===== src/rtl/bdx_pkg.sv =====
`timescale 1ns/1ps
package bdx_pkg;

  typedef enum logic [2:0] {
    ST_IDLE,
    ST_FETCH,
    ST_LATCH,
    ST_BYTE,
    ST_STORE
  } xferStateT;

  // strobes from control to datapath
  typedef struct packed {
    logic start;
    logic fetch;
    logic latchWord;
    logic byteDone;
    logic wordDone;
  } dpStrobeT;

  localparam logic [2:0] SEL_CTRL  = 3'd0;
  localparam logic [2:0] SEL_PAGE  = 3'd1;
  localparam logic [2:0] SEL_EXT   = 3'd2;
  localparam logic [2:0] SEL_INT   = 3'd3;
  localparam logic [2:0] SEL_COUNT = 3'd4;
  localparam logic [2:0] SEL_WAIT  = 3'd5;

  localparam logic [1:0] FMT_PM24  = 2'b00;
  localparam logic [1:0] FMT_DM16  = 2'b01;
  localparam logic [1:0] FMT_DM8HI = 2'b10;
  localparam logic [1:0] FMT_DM8LO = 2'b11;

  // index of the final byte of a word for a format
  function automatic logic [1:0] lastIndex(input logic [1:0] fmt);
    case (fmt)
      FMT_PM24: return 2'd2;
      FMT_DM16: return 2'd1;
      default:  return 2'd0;
    endcase
  endfunction

  // byte lane (0 = bits 7:0) used by byte number idx of a word
  function automatic logic [1:0] laneOf(input logic [1:0] fmt, input logic [1:0] idx);
    case (fmt)
      FMT_PM24:  return 2'd2 - idx;
      FMT_DM16:  return 2'd1 - idx;
      FMT_DM8HI: return 2'd1;
      default:   return 2'd0;
    endcase
  endfunction

endpackage


===== src/rtl/bdx_datapath.sv =====
`timescale 1ns/1ps
module bdx_datapath
  import bdx_pkg::*;
#(
  parameter int OFF_W      = 14,
  parameter int PAGE_W     = 8,
  parameter int CNT_W      = 14,
  parameter int WAIT_W     = 3,
  parameter int BOOT_COUNT = 32
) (
  input  logic                    clk,
  input  logic                    rstN,
  input  logic                    bootPreset,
  input  logic                    busy,
  input  dpStrobeT                stb,
  input  logic                    regWe,
  input  logic [2:0]              regSel,
  input  logic [CNT_W-1:0]        regWdata,
  output logic [CNT_W-1:0]        regRdata,
  output logic                    startReq,
  output logic                    dirOut,
  output logic                    haltOut,
  output logic                    lastByte,
  output logic                    lastWord,
  output logic [WAIT_W-1:0]       waitStates,
  output logic [PAGE_W+OFF_W-1:0] extAddr,
  output logic [7:0]              extWdata,
  input  logic [7:0]              extRdata,
  output logic [OFF_W-1:0]        memAddr,
  output logic                    memSpace,
  output logic                    memWe,
  output logic                    memRe,
  output logic [23:0]             memWdata,
  input  logic [23:0]             memRdata
);

  localparam int EXT_W = PAGE_W + OFF_W;

  logic [1:0]       fmt;
  logic             dir;
  logic             halt;
  logic [EXT_W-1:0] extPtr;
  logic [OFF_W-1:0] intPtr;
  logic [CNT_W-1:0] count;
  logic [23:0]      wordReg;
  logic [1:0]       byteIdx;
  logic [1:0]       lane;
  logic [23:0]      mergedWord;
  logic [7:0]       laneByte;

  assign lane = laneOf(fmt, byteIdx);

  // insert the incoming byte into its lane
  always_comb begin
    mergedWord = wordReg;
    case (lane)
      2'd0:    mergedWord[7:0]   = extRdata;
      2'd1:    mergedWord[15:8]  = extRdata;
      default: mergedWord[23:16] = extRdata;
    endcase
  end

  // pick the outgoing byte from its lane
  always_comb begin
    case (lane)
      2'd0:    laneByte = wordReg[7:0];
      2'd1:    laneByte = wordReg[15:8];
      default: laneByte = wordReg[23:16];
    endcase
  end

  always_ff @(posedge clk) begin
    if (!rstN) begin
      fmt        <= FMT_PM24;
      dir        <= 1'b0;
      halt       <= bootPreset;
      extPtr     <= '0;
      intPtr     <= '0;
      waitStates <= '0;
      count      <= bootPreset ? CNT_W'(BOOT_COUNT) : '0;
      wordReg    <= '0;
      byteIdx    <= '0;
    end else begin
      if (regWe && regSel == SEL_WAIT)
        waitStates <= regWdata[WAIT_W-1:0];
      if (regWe && !busy) begin
        case (regSel)
          SEL_CTRL:  {halt, dir, fmt} <= regWdata[3:0];
          SEL_PAGE:  extPtr[EXT_W-1:OFF_W] <= regWdata[PAGE_W-1:0];
          SEL_EXT:   extPtr[OFF_W-1:0] <= regWdata[OFF_W-1:0];
          SEL_INT:   intPtr <= regWdata[OFF_W-1:0];
          SEL_COUNT: count <= regWdata;
          default: ;
        endcase
      end
      if (stb.start) begin
        byteIdx <= '0;
        wordReg <= '0;
      end
      if (stb.latchWord)
        wordReg <= memRdata;
      if (stb.byteDone) begin
        if (!dir)
          wordReg <= mergedWord;
        extPtr  <= extPtr + 1'b1;
        byteIdx <= byteIdx + 1'b1;
      end
      if (stb.wordDone) begin
        intPtr  <= intPtr + 1'b1;
        count   <= count - 1'b1;
        byteIdx <= '0;
      end
    end
  end

  always_comb begin
    case (regSel)
      SEL_CTRL:  regRdata = CNT_W'({halt, dir, fmt});
      SEL_PAGE:  regRdata = CNT_W'(extPtr[EXT_W-1:OFF_W]);
      SEL_EXT:   regRdata = CNT_W'(extPtr[OFF_W-1:0]);
      SEL_INT:   regRdata = CNT_W'(intPtr);
      SEL_COUNT: regRdata = count;
      SEL_WAIT:  regRdata = CNT_W'(waitStates);
      default:   regRdata = '0;
    endcase
  end

  assign startReq = regWe && !busy && regSel == SEL_COUNT && (regWdata != '0);
  assign dirOut   = dir;
  assign haltOut  = halt;
  assign lastByte = (byteIdx == lastIndex(fmt));
  assign lastWord = (count == CNT_W'(1));
  assign extAddr  = extPtr;
  assign extWdata = laneByte;
  assign memAddr  = intPtr;
  assign memSpace = (fmt != FMT_PM24);
  assign memWe    = stb.wordDone && !dir;
  assign memRe    = stb.fetch;
  assign memWdata = wordReg;

endmodule


===== src/rtl/bdx_ctrl.sv =====
`timescale 1ns/1ps
module bdx_ctrl
  import bdx_pkg::*;
#(
  parameter int WAIT_W = 3
) (
  input  logic              clk,
  input  logic              rstN,
  input  logic              bootPreset,
  input  logic              cpuExtReq,
  input  logic              startReq,
  input  logic              dir,
  input  logic              halt,
  input  logic              lastByte,
  input  logic              lastWord,
  input  logic [WAIT_W-1:0] waitStates,
  output dpStrobeT          stb,
  output logic              busy,
  output logic              extRdEn,
  output logic              extWrEn,
  output logic              doneIrq,
  output logic              cpuHold,
  output logic              cpuRestart
);

  xferStateT         state;
  logic              inAccess;
  logic [WAIT_W-1:0] waitCnt;
  logic              accessEnd;
  logic              finish;

  assign accessEnd = (state == ST_BYTE) && inAccess && (waitCnt == '0);

  always_comb begin
    stb = '0;
    case (state)
      ST_IDLE:  stb.start     = startReq;
      ST_FETCH: stb.fetch     = 1'b1;
      ST_LATCH: stb.latchWord = 1'b1;
      ST_BYTE: begin
        stb.byteDone = accessEnd;
        stb.wordDone = accessEnd && lastByte && dir;
      end
      ST_STORE: stb.wordDone = 1'b1;
      default: ;
    endcase
  end

  assign finish = stb.wordDone && lastWord;

  always_ff @(posedge clk) begin
    if (!rstN) begin
      state      <= bootPreset ? ST_BYTE : ST_IDLE;
      busy       <= bootPreset;
      inAccess   <= 1'b0;
      waitCnt    <= '0;
      doneIrq    <= 1'b0;
      cpuRestart <= 1'b0;
    end else begin
      doneIrq    <= finish;
      cpuRestart <= finish && halt;
      if (finish)
        busy <= 1'b0;
      case (state)
        ST_IDLE: if (startReq) begin
          busy  <= 1'b1;
          state <= dir ? ST_FETCH : ST_BYTE;
        end
        ST_FETCH: state <= ST_LATCH;
        ST_LATCH: state <= ST_BYTE;
        ST_BYTE: begin
          if (!inAccess) begin
            if (!cpuExtReq) begin
              inAccess <= 1'b1;
              waitCnt  <= waitStates;
            end
          end else if (waitCnt == '0) begin
            inAccess <= 1'b0;
            if (lastByte) begin
              if (dir)
                state <= lastWord ? ST_IDLE : ST_FETCH;
              else
                state <= ST_STORE;
            end
          end else begin
            waitCnt <= waitCnt - 1'b1;
          end
        end
        ST_STORE: state <= lastWord ? ST_IDLE : ST_BYTE;
        default: state <= ST_IDLE;
      endcase
    end
  end

  assign extRdEn = inAccess && !dir;
  assign extWrEn = inAccess && dir;
  assign cpuHold = busy && halt;

endmodule


===== src/rtl/byte_dma_top.sv =====
`timescale 1ns/1ps
module byte_dma_top
  import bdx_pkg::*;
#(
  parameter int OFF_W      = 14,
  parameter int PAGE_W     = 8,
  parameter int CNT_W      = 14,
  parameter int WAIT_W     = 3,
  parameter int BOOT_COUNT = 32
) (
  input  logic                    clk,
  input  logic                    rstN,
  input  logic                    bootPreset,
  input  logic                    regWe,
  input  logic [2:0]              regSel,
  input  logic [CNT_W-1:0]        regWdata,
  output logic [CNT_W-1:0]        regRdata,
  input  logic                    cpuExtReq,
  output logic [PAGE_W+OFF_W-1:0] extAddr,
  output logic                    extRdEn,
  output logic                    extWrEn,
  output logic [7:0]              extWdata,
  input  logic [7:0]              extRdata,
  output logic [OFF_W-1:0]        memAddr,
  output logic                    memSpace,
  output logic                    memWe,
  output logic                    memRe,
  output logic [23:0]             memWdata,
  input  logic [23:0]             memRdata,
  output logic                    doneIrq,
  output logic                    cpuHold,
  output logic                    cpuRestart
);

  dpStrobeT          stb;
  logic              busy;
  logic              startReq;
  logic              dir;
  logic              halt;
  logic              lastByte;
  logic              lastWord;
  logic [WAIT_W-1:0] waitStates;

  bdx_ctrl #(.WAIT_W(WAIT_W)) ctrl (
    .clk(clk), .rstN(rstN), .bootPreset(bootPreset), .cpuExtReq(cpuExtReq),
    .startReq(startReq), .dir(dir), .halt(halt), .lastByte(lastByte),
    .lastWord(lastWord), .waitStates(waitStates), .stb(stb), .busy(busy),
    .extRdEn(extRdEn), .extWrEn(extWrEn), .doneIrq(doneIrq),
    .cpuHold(cpuHold), .cpuRestart(cpuRestart)
  );

  bdx_datapath #(
    .OFF_W(OFF_W), .PAGE_W(PAGE_W), .CNT_W(CNT_W),
    .WAIT_W(WAIT_W), .BOOT_COUNT(BOOT_COUNT)
  ) dp (
    .clk(clk), .rstN(rstN), .bootPreset(bootPreset), .busy(busy), .stb(stb),
    .regWe(regWe), .regSel(regSel), .regWdata(regWdata), .regRdata(regRdata),
    .startReq(startReq), .dirOut(dir), .haltOut(halt), .lastByte(lastByte),
    .lastWord(lastWord), .waitStates(waitStates), .extAddr(extAddr),
    .extWdata(extWdata), .extRdata(extRdata), .memAddr(memAddr),
    .memSpace(memSpace), .memWe(memWe), .memRe(memRe),
    .memWdata(memWdata), .memRdata(memRdata)
  );

endmodule


===== config.mk =====
export PLATFORM = sky130hd
export DESIGN_NAME = byte_dma_top
export DESIGN_NICKNAME = d
export VERILOG_FILES = /design/src/rtl/bdx_pkg.sv /design/src/rtl/bdx_datapath.sv /design/src/rtl/bdx_ctrl.sv /design/src/rtl/byte_dma_top.sv
export SDC_FILE = /design/constraint.sdc
export NUM_CORES = 1
export LEC_CHECK = 0
export ABC_AREA = 0
export BUFFER_PORTS_ARGS = -buffer_cell sky130_fd_sc_hd__buf_2
export CAP_MARGIN = 30
export CORE_ASPECT_RATIO = 1.4
export CORE_UTILIZATION = 50
export DETAILED_ROUTE_END_ITERATION = 8
export HOLD_SLACK_MARGIN = 0.1
export PLACE_DENSITY = 0.75
export RECOVER_POWER = 100
export SETUP_SLACK_MARGIN = 0.3
export SYNTH_ARGS = -nofsm -noshare
export SYNTH_HDL_FRONTEND = slang
export SYNTH_HIERARCHICAL = 1
export SYNTH_SLANG_ARGS = --single-unit

===== constraint.sdc =====
create_clock -name clk -period 5.01 [get_ports clk]
set_input_delay 0.7515 -clock clk [delete_from_list [all_inputs] [get_ports clk]]
set_output_delay 0.7515 -clock clk [all_outputs]
set_load 0.05 [all_outputs]

==> results.sh, run 1 <==
export IMPL_dp_cells=946
export IMPL_cts_sinks=93
export IMPL_antennaDiodeCount=0
export IMPL_grt_pass1_vias=5601
export IMPL_synthMuxAreaShare=0.0572
export IMPL_post_cts_setup_buffer_count=0
export IMPL_portBuffers=143
export IMPL_vdd_drop_max_uv=169
export IMPL_tritoncts="built"
export IMPL_wirelength_um=19000
export IMPL_layout_cells_most_common_list="94 x clkbuf_1, 75 x dfxtp_1, 63 x nand2_1, 51 x o21ai_0, 51 x buf_2"
export IMPL_die_height_um=131
export IMPL_path_max_fanout=38
export IMPL_row_count=46
export IMPL_synthCells=706
export IMPL_post_dp_hpwl_um=14000
export IMPL_ys_seq_elements=93
export IMPL_wl_per_cell_um=19.7
export IMPL_cts_root_buf="clkbuf_16"
export IMPL_setup_tns_ns=0
export IMPL_status="finished with violations"
export IMPL_tightest_slew_ns=1.82
export IMPL_cp_slowest_cell="clkbuf_1"
export IMPL_dieWidth_um=94.2
export IMPL_slew_headroom=-0.210
export IMPL_endpoint_kind="flop"
export IMPL_violations="capacitance limit, slew limit"
export IMPL_critPathMaxStageDelay_ns=1.08
export IMPL_hp_class="reg -> reg"
export IMPL_track_usage=0.311
export IMPL_grt_pass1_wl_um=29300
export IMPL_synth_compound_area_frac=0.255
export IMPL_start_kind="flop"
export IMPL_area_growth_pct=14.7
export IMPL_total_power_w=0.00258
export IMPL_synthSimpleGateAreaFrac=0.260
export IMPL_period_share=0.812
export IMPL_postRouteAntennaNets=0
export IMPL_via_per_inst=6.33
export IMPL_vias=6089
export IMPL_clock_latency_ns=0.35
export IMPL_clk_pin_slew_worst_paths_ns=0.07
export IMPL_pre_cts_ws_ns=1.62
export IMPL_syn_nets=767
export IMPL_yosysTopAreaCell="dfxtp_1"
export IMPL_leakage_nw=2.64
export IMPL_crit_chain="nand3b_1 > nor2_1 > clkbuf_1 > nand2_1 > nor4_1 > nand3_1 > o32a_1 > a21boi_0"
export IMPL_netlist_top_cells_area="dfxtp_1 25%, edfxtp_1 9.1%, o21ai_0 4.3%"
export IMPL_top_level_ports=144
export IMPL_drv_slew=98
export IMPL_yosysTopAreaCellShare=0.253
export IMPL_fmax_mhz=246
export IMPL_syn_area_um2=5950
export IMPL_cts_hold_buffers=0
export IMPL_nets=874
export IMPL_antenna_found_initial=0
export IMPL_synth_xor_area_frac=0.0221
export IMPL_grt_max_degree=57
export IMPL_synth_cell_types=77
export IMPL_fin_worst_skew_ns=0.00705
export IMPL_dieArea_um2=12300
export IMPL_drc_errors=0
export IMPL_utilization=0.595
export IMPL_drive_gt1_frac=0.112
export IMPL_cts_resized=0
export IMPL_start_util=0.519
export IMPL_final_common_cell="clkbuf_1"
export IMPL_fin_ws_ns=0.944
export IMPL_core_area_um2=11500
export IMPL_synth_ff_type="dfxtp_1"
export IMPL_max_cap_violations=2
export IMPL_dr_pass1_iters=7
export IMPL_cts_buffer_depth=2
export IMPL_synth_edf_count=18
export IMPL_final_hold_viol_count=0
export IMPL_path_class="reg -> reg"
export IMPL_cts_made_buffers=9
export IMPL_htree_levels=3
export IMPL_grt_setup_unrepaired="no"
export IMPL_drt_iter0_drc=432
export IMPL_arrival_ns=4.34
export IMPL_synth_top_family_by_area="simple AND/OR/NAND/NOR gates"
export IMPL_yosys_warnings=6
export IMPL_gp_congestion=1.06
export IMPL_cellPowerDensity_nw_per_um2=378
export IMPL_ys_seq_area_frac=0.343
export IMPL_worst_ep_required_time_ns=5.29
export IMPL_grt_ovfl_total=0
export IMPL_final_cells=962
export IMPL_avgSynthCellArea_um2=8.42
export IMPL_finalSetupViolations=0
export IMPL_post_route_min_period_ns=4.07
export IMPL_synthAdderAreaFrac=0.0147
export IMPL_async_reset_ff_frac=0
[cell type report]
cell class	instances	area (um^2)
Sequential cell	93	2040
Tap cell	144	180
Clock inverter	4	28.8
Multi-Input combinational cell	544	3610
Inverter	17	63.8
Fill cell	1108	4630
Timing Repair Buffer	148	631
Clock buffer	12	267
[flip-flops by register name (all words and copies together), names as in the netlist]
register and cells:
ctrl/busy 1, dp/waitStates 3, dp/haltOut 1, dp/extAddr 22, ctrl/inAccess 1, dp/byteIdx 2
dp/memWdata 24, dp/count 14, ctrl/cpuRestart 1, dp/memAddr 14, ctrl/state 3, dp/fmt 2
ctrl/doneIrq 1, ctrl/waitCnt 3, dp/dirOut 1
[per-layer routing]
metal | GRT usage | vias to the layer above | wire length [um]
li1 | - | 2849 | -
met1 | 0.355 | 2878 | 7220
met2 | 0.539 | 293 | 9380
met3 | 0.0492 | 69 | 1320
met4 | 0.192 | 0 | 1060
met5 | 0 | - | 0
[cell usage after synthesis, types with 6 or more instances]
library cell and instances:
o22ai_1 7, a222oi_1 8, nor2b_1 29, o211a_1 9, xor2_1 6, a21boi_0 21
xnor2_1 9, and2_1 8, a22oi_1 21, o21ai_0 51, clkbuf_1 39, nand2b_1 14
nand3_1 27, ha_1 7, nand4_1 9, dfxtp_1 75, nor2_1 36, a221o_1 8
nor4_1 6, and3_1 23, mux2i_1 25, o21a_1 7, mux2_2 8, edfxtp_1 18
nand3b_1 9, inv_1 17, nor3b_1 8, nand2_1 63, a21oi_1 32
[per-stage QoR]
step	hold WS (ns)	instance area (um^2)
after detailed placement	0.466	6670
after global placement	0.444	6670
after floorplan	0.435	5950
after CTS	0.478	6960
after global routing	0.498	6820
final	0.472	6820
[worst paths after layout]
check	slack [ns]	from	to	cells after the start
min	0.47	ctrl/waitCnt[1]$_SDFFE_PN0P_	ctrl/waitCnt[1]$_SDFFE_PN0P_	2
max reg2reg	0.94	ctrl/state[1]$_DFFE_PP_	dp/extAddr[20]$_SDFFE_PN0P_	8
max	0.94	ctrl/state[1]$_DFFE_PP_	dp/extAddr[20]$_SDFFE_PN0P_	8
min reg2reg	0.47	ctrl/waitCnt[1]$_SDFFE_PN0P_	ctrl/waitCnt[1]$_SDFFE_PN0P_	2
[power by group]
part | internal (W) | switching, W | leakage [nW]
combinational | 0.000249 | 0.000642 | 1.70
sequential | 0.000870 | 0.000138 | 0.793
clock | 0.000378 | 0.000301 | 0.141
[cells by family (layout without fill, tap and decap cells)]
family / after synthesis / after routing
multiplexers: 33 / 33
buffers and inverters: 69 / 181
AO/OA/AOI/OAI: 213 / 213
adder cells (fa/ha/maj): 7 / 7
XOR/XNOR: 15 / 15
flip-flops: 93 / 93
AND/OR/NAND/NOR: 276 / 276
[critical path, delay by kind of cell, from the launching register on]
family / cells / cell delay, ns
AO/OA/AOI/OAI: 2 / 0.48
buffers and inverters: 1 / 1.08
flip-flops: 1 / 0.57
AND/OR/NAND/NOR: 5 / 1.83
Note: power is estimated with default switching activity, not from simulation.
==> inputs of run 2 (changes only) <==
Settings changed: ABC_AREA 0 to 1, PLACE_DENSITY 0.75 to 0.78.
Clock period 5.01 ns to 3.7 ns, I/O delays scaled along.
==> run 2 against run 1 <==
Against the previous run:
- the flow still finishes with violations (capacitance limit, slew limit)
- worst hold slack improved by 0.0086 ns
- non-clock buffer count increased by 1
- via count increased by 21%
- global-route usage increased by 2.5 points
- clock skew decreased by 0.0016 ns
- design area increased by 5.3%
- routed wire length increased by 17%
- largest cell class unchanged
- highest routed layer unchanged
==> results.sh, run 2 <==
export IMPL_reg2reg_from="dp/fmt[0]$_SDFFE_PN0P_"
export IMPL_period_share=0.857
export IMPL_synth_ff_type="dfxtp_1"
export IMPL_cts_resized=0
export IMPL_wl_per_cell_um=17.8
export IMPL_setup_tns_ns=0
export IMPL_drc_errors=0
export IMPL_status="finished with violations"
export IMPL_antenna_found_initial=0
export IMPL_row_count=48
export IMPL_core_area_um2=12300
export IMPL_largest_register_ffs=24
export IMPL_synthCells=971
export IMPL_grt_setup_unrepaired="no"
export IMPL_post_route_min_period_ns=3.17
export IMPL_portBuffers=143
export IMPL_die_height_um=135
export IMPL_cts_root_buf="clkbuf_16"
export IMPL_gp_congestion=0.987
export IMPL_path_class="reg -> out"
export IMPL_syn_area_um2=6300
export IMPL_netlist_top_cells_count="241 x nand2_1, 118 x nand3_1, 115 x inv_1, 84 x a21oi_1, 75 x dfxtp_1"
export IMPL_nets=1157
export IMPL_syn_nets=1032
export IMPL_async_reset_ff_frac=0
export IMPL_fin_worst_skew_ns=0.00546
export IMPL_cts_buffer_depth=2
export IMPL_vias=7343
export IMPL_tightest_slew_ns=1.69
export IMPL_max_cap_violations=1
export IMPL_startpoint="dp/fmt[1]$_SDFFE_PN0P_"
export IMPL_yosysTopAreaCell="dfxtp_1"
export IMPL_layout_cells_most_common_list="243 x nand2_1, 120 x nand3_1, 116 x inv_1, 93 x clkbuf_1, 85 x a21oi_1"
export IMPL_critPathCapture="memWe"
export IMPL_dieArea_um2=13100
export IMPL_area_growth_pct=14.1
export IMPL_yosys_warnings=6
export IMPL_wirelength_um=22200
export IMPL_cts_hold_buffers=0
export IMPL_final_hold_viol_count=0
export IMPL_avgSynthCellArea_um2=6.48
export IMPL_leakage_nw=2.91
export IMPL_clock_latency_ns=0.34
export IMPL_ys_seq_area_frac=0.324
export IMPL_antennaDiodeCount=0
export IMPL_cts_made_buffers=9
export IMPL_start_util=0.511
export IMPL_arrival_ns=2.62
export IMPL_grt_max_degree=72
export IMPL_r2r_slack_ns=0.77
export IMPL_post_cts_setup_buffer_count=0
export IMPL_netlist_top_cells_area="dfxtp_1 24%, nand2_1 14%, nand3_1 9.4%"
export IMPL_grt_ovfl_total=0
export IMPL_finalSetupViolations=0
export IMPL_cts_sinks=93
export IMPL_postRouteAntennaNets=0
export IMPL_yosysMostFrequentCell="nand2_1"
export IMPL_start_kind="flop"
export IMPL_fmax_mhz=315
export IMPL_rr_endpoint="dp/memAddr[3]$_SDFFE_PN0P_"
export IMPL_final_common_cell="nand2_1"
export IMPL_drive_gt1_frac=0.108
export IMPL_hp_class="reg -> reg"
export IMPL_grt_pass1_wl_um=34800
export IMPL_yosysTopAreaCellShare=0.238
export IMPL_drv_slew=72
export IMPL_htree_levels=3
export IMPL_final_cells=1251
export IMPL_cellPowerDensity_nw_per_um2=520
export IMPL_drt_iter0_drc=653
export IMPL_dieWidth_um=96.8
export IMPL_endpoint_kind="output pin"
export IMPL_tritoncts="built"
export IMPL_dp_cells=1235
export IMPL_post_dp_hpwl_um=16500
export IMPL_reg2reg_depth=14
export IMPL_synth_cell_types=47
export IMPL_vdd_drop_max_uv=388
export IMPL_path_max_fanout=26
export IMPL_clk_pin_slew_worst_paths_ns=0.06
export IMPL_whs_ns=0.481
export IMPL_ys_seq_elements=93
export IMPL_via_per_inst=5.87
export IMPL_violations="capacitance limit, slew limit"
export IMPL_fillers=1282
export IMPL_top_level_ports=144
export IMPL_worst_ep_required_time_ns=3.14
export IMPL_synth_edf_count=18
export IMPL_track_usage=0.336
export IMPL_dr_pass1_iters=7
export IMPL_slew_headroom=-0.126
export IMPL_grt_pass1_vias=6771
[run 2: area by class of cell]
class	instances	area [um^2]	area share
inverter	126	475	0.0662
clock buffer	10	229	0.0319
sequential	93	2040	0.284
clock inverter	6	30.0	0.00418
timing repair buffer	149	641	0.0892
tap	150	188	0.0261
multi-input combinational	717	3580	0.498
[run 2: through the flow]
stage | power, W | area [um^2] | utilization | setup WS [ns]
finish | 0.00374 | 7180 | 0.584 | 0.529
global route | 0.00394 | 7180 | 0.584 | 0.300
CTS | 0.00378 | 7350 | 0.597 | 0.565
detailed placement | 0.00294 | 7090 | 0.576 | 0.774
global placement | 0.00292 | 7090 | 0.576 | 0.861
floorplan | 0.00255 | 6300 | - | 0.562
[run 2: routing by layer]
layer	up-vias	share of wire	global-route usage
met5	-	0	0
met4	0	0.074	0.235
met3	118	0.087	0.0554
met2	430	0.49	0.583
met1	3297	0.35	0.374
li1	3498	-	-
[run 2: cell families (layout without fill, tap and decap cells)]
group / count (synthesis) / in the layout / share of synthesized area
buffers and inverters: 161 / 291 / 0.101
adders and majority gates: 7 / 7 / 0.0139
xor gates and xnor gates: 3 / 3 / 0.00417
DFF: 93 / 93 / 0.324
and+or+nand+nor: 504 / 504 / 0.369
AOI/OAI and AO/OA: 203 / 203 / 0.188
[run 2: power by group]
part	total, W	switching (W)	internal (W)
Clock	0.000847	0.000398	0.000448
Combinational	0.00153	0.00115	0.000379
Sequential	0.00136	0.000164	0.00120
[run 2: how the worst min path moves through the flow]
stage / from / to / slack (ns) / depth (start not counted)
floorplan: dp/waitStates[1]$_SDFFE_PN0P_ / dp/waitStates[1]$_SDFFE_PN0P_ / 0.44 / 2
global placement: dp/byteIdx[0]$_SDFFE_PN0P_ / dp/byteIdx[0]$_SDFFE_PN0P_ / 0.47 / 1
detailed placement: dp/memWdata[21]$_SDFFE_PN0P_ / dp/memWdata[21]$_SDFFE_PN0P_ / 0.47 / 2
CTS: dp/memWdata[21]$_SDFFE_PN0P_ / dp/memWdata[21]$_SDFFE_PN0P_ / 0.48 / 2
global route: dp/memWdata[22]$_SDFFE_PN0P_ / dp/memWdata[22]$_SDFFE_PN0P_ / 0.50 / 2
finish: dp/memWdata[21]$_SDFFE_PN0P_ / dp/memWdata[21]$_SDFFE_PN0P_ / 0.48 / 2
[run 2: critical path, stage by stage (launching register included)]
cell      delay, ns
dfxtp_1        0.40
nor2_1         0.09
ha_1           0.27
o21ai_0        0.07
a21oi_1        0.12
inv_1          0.05
nor2_1         0.14
nand2_1        0.11
nand2_4        0.29
clkinv_1       0.11
buf_4          0.24
nor2_1         0.10
buf_2          0.26
==> inputs of run 3 (changes only) <==
Settings changed: BUFFER_PORTS_ARGS -buffer_cell sky130_fd_sc_hd__buf_2 to -buffer_cell sky130_fd_sc_hd__buf_4.
==> run 3 against run 2 <==
Against the previous run:
- the run still ends with capacitance limit, slew limit left
- critical path type unchanged
- critical endpoint is now extWdata[0]
- die area is the same
- largest cell class unchanged
- sequential power is essentially flat
- routed wire length shrank 0.44%
==> results.sh, run 3 (synthesized netlist as in run 2, its figures left out) <==
export IMPL_drive_gt1_frac=0.116
export IMPL_setup_tns_ns=0
export IMPL_period_share=0.847
export IMPL_dieArea_um2=13100
export IMPL_postRouteAntennaNets=0
export IMPL_start_kind="flop"
export IMPL_post_route_min_period_ns=3.13
export IMPL_path_max_fanout=10
export IMPL_crit_chain="inv_1 > nor2_1 > ha_1 > inv_1 > o21ai_2 > nand3_1 > inv_1 > nand2_1 > o211ai_1 > buf_4"
export IMPL_nets=1157
export IMPL_min_path_cells=2
export IMPL_critPathCapture="extWdata[0]"
export IMPL_drc_errors=0
export IMPL_area_growth_pct=16.8
export IMPL_r2r_slack_ns=0.62
export IMPL_wl_per_cell_um=17.7
export IMPL_slew_headroom=-0.0840
export IMPL_row_count=48
export IMPL_dp_cells=1235
export IMPL_layout_cells_most_common_list="242 x nand2_1, 120 x nand3_1, 117 x inv_1, 86 x clkbuf_1, 85 x a21oi_1"
export IMPL_post_cts_setup_buffer_count=0
export IMPL_cp_slowest_cell="nand3_1"
export IMPL_final_hold_viol_count=0
export IMPL_largest_register_ffs=24
export IMPL_track_usage=0.329
export IMPL_reg2reg_from="dp/fmt[0]$_SDFFE_PN0P_"
export IMPL_arrival_ns=2.58
export IMPL_rr_endpoint="dp/memAddr[13]$_SDFFE_PN0P_"
export IMPL_fmax_mhz=319
export IMPL_endpoint_kind="output pin"
export IMPL_grt_pass1_vias=6615
export IMPL_wirelength_um=22100
export IMPL_drv_slew=72
export IMPL_grt_pass1_wl_um=33800
export IMPL_reg2reg_depth=15
export IMPL_die_height_um=135
export IMPL_clock_latency_ns=0.34
export IMPL_cts_resized=0
export IMPL_start_util=0.511
export IMPL_crit_path_frequent_cell="inv_1"
export IMPL_startpoint="dp/fmt[0]$_SDFFE_PN0P_"
export IMPL_hold_path_startpoint="dp/memWdata[21]$_SDFFE_PN0P_"
export IMPL_hp_class="reg -> reg"
export IMPL_violations="capacitance limit, slew limit"
export IMPL_dr_pass1_iters=6
export IMPL_gp_congestion=0.964
export IMPL_drt_iter0_drc=670
export IMPL_post_dp_hpwl_um=16500
export IMPL_grt_setup_unrepaired="no"
export IMPL_cts_hold_buffers=0
export IMPL_via_per_inst=5.87
export IMPL_antennaDiodeCount=0
export IMPL_finalSetupViolations=0
export IMPL_final_cells=1251
export IMPL_fillers=1259
export IMPL_tritoncts="built"
export IMPL_fin_worst_skew_ns=0.00574
export IMPL_cts_sinks=93
export IMPL_tightest_slew_ns=1.63
export IMPL_max_cap_violations=1
export IMPL_cellPowerDensity_nw_per_um2=514
export IMPL_grt_max_degree=72
export IMPL_status="finished with violations"
export IMPL_cts_root_buf="clkbuf_16"
export IMPL_leakage_nw=3.00
export IMPL_worst_ep_required_time_ns=3.14
export IMPL_cts_buffer_depth=2
export IMPL_htree_levels=3
export IMPL_critPathMaxStageDelay_ns=0.37
export IMPL_grt_ovfl_total=0
export IMPL_vdd_drop_max_uv=410
export IMPL_top_level_ports=144
export IMPL_dieWidth_um=96.8
export IMPL_final_common_cell="nand2_1"
export IMPL_path_class="reg -> out"
export IMPL_antenna_found_initial=0
export IMPL_cts_made_buffers=9
export IMPL_clk_pin_slew_worst_paths_ns=0.06
export IMPL_core_area_um2=12300
export IMPL_vias=7346
export IMPL_portBuffers=143
[run 3: worst max-delay path, delay by kind of cell (launching register included)]
family	cells	cell delay [ns]
adder cells (fa/ha/maj)	1	0.17
AND/OR/NAND/NOR	3	0.66
flip-flops	1	0.35
AO/OA/AOI/OAI	2	0.33
buffers and inverters	4	0.71
[run 3: routing by layer]
metal	GRT usage	wire, um	vias to the layer above
met5	0	0	-
met4	0.261	1670	0
met3	0.0580	1920	105
met2	0.566	10600	441
met1	0.358	7910	3296
li1	-	-	3504
[run 3: worst min path at each step]
stage,to,slack [ns]
2_1_floorplan,dp/waitStates[1]$_SDFFE_PN0P_,0.44
3_3_place_gp,dp/memWdata[21]$_SDFFE_PN0P_,0.47
3_5_place_dp,dp/memWdata[21]$_SDFFE_PN0P_,0.47
4_1_cts,dp/memWdata[21]$_SDFFE_PN0P_,0.48
5_1_grt,ctrl/busy$_DFF_P_,0.49
6_report,dp/memWdata[21]$_SDFFE_PN0P_,0.48
[run 3: cell type report]
class                      instances  area (um^2)  area share
tap                              150          188      0.0255
timing repair buffer             149          801       0.109
inverter                         126          475      0.0647
multi-input combinational        717         3590       0.488
clock buffer                      11          233      0.0317
sequential                        93         2040       0.278
clock inverter                     5         26.3     0.00357
[run 3: stage by stage]
stage	util	hold slack, ns	total power [W]	instance area [um^2]	setup slack [ns]
after floorplan	-	0.444	0.00255	6300	0.562
after global placement	0.605	0.470	0.00301	7450	0.926
after detailed placement	0.605	0.474	0.00303	7450	0.848
after CTS	0.626	0.484	0.00388	7710	0.795
after global routing	0.597	0.486	0.00395	7350	0.371
final	0.597	0.485	0.00378	7350	0.567
[run 3: report_power, final]
part	internal [W]	leakage [nW]	switching (W)	total [W]
clock	0.000451	0.125	0.000395	0.000847
sequential	0.00120	0.795	0.000168	0.00137
combinational	0.000417	2.08	0.00115	0.00156
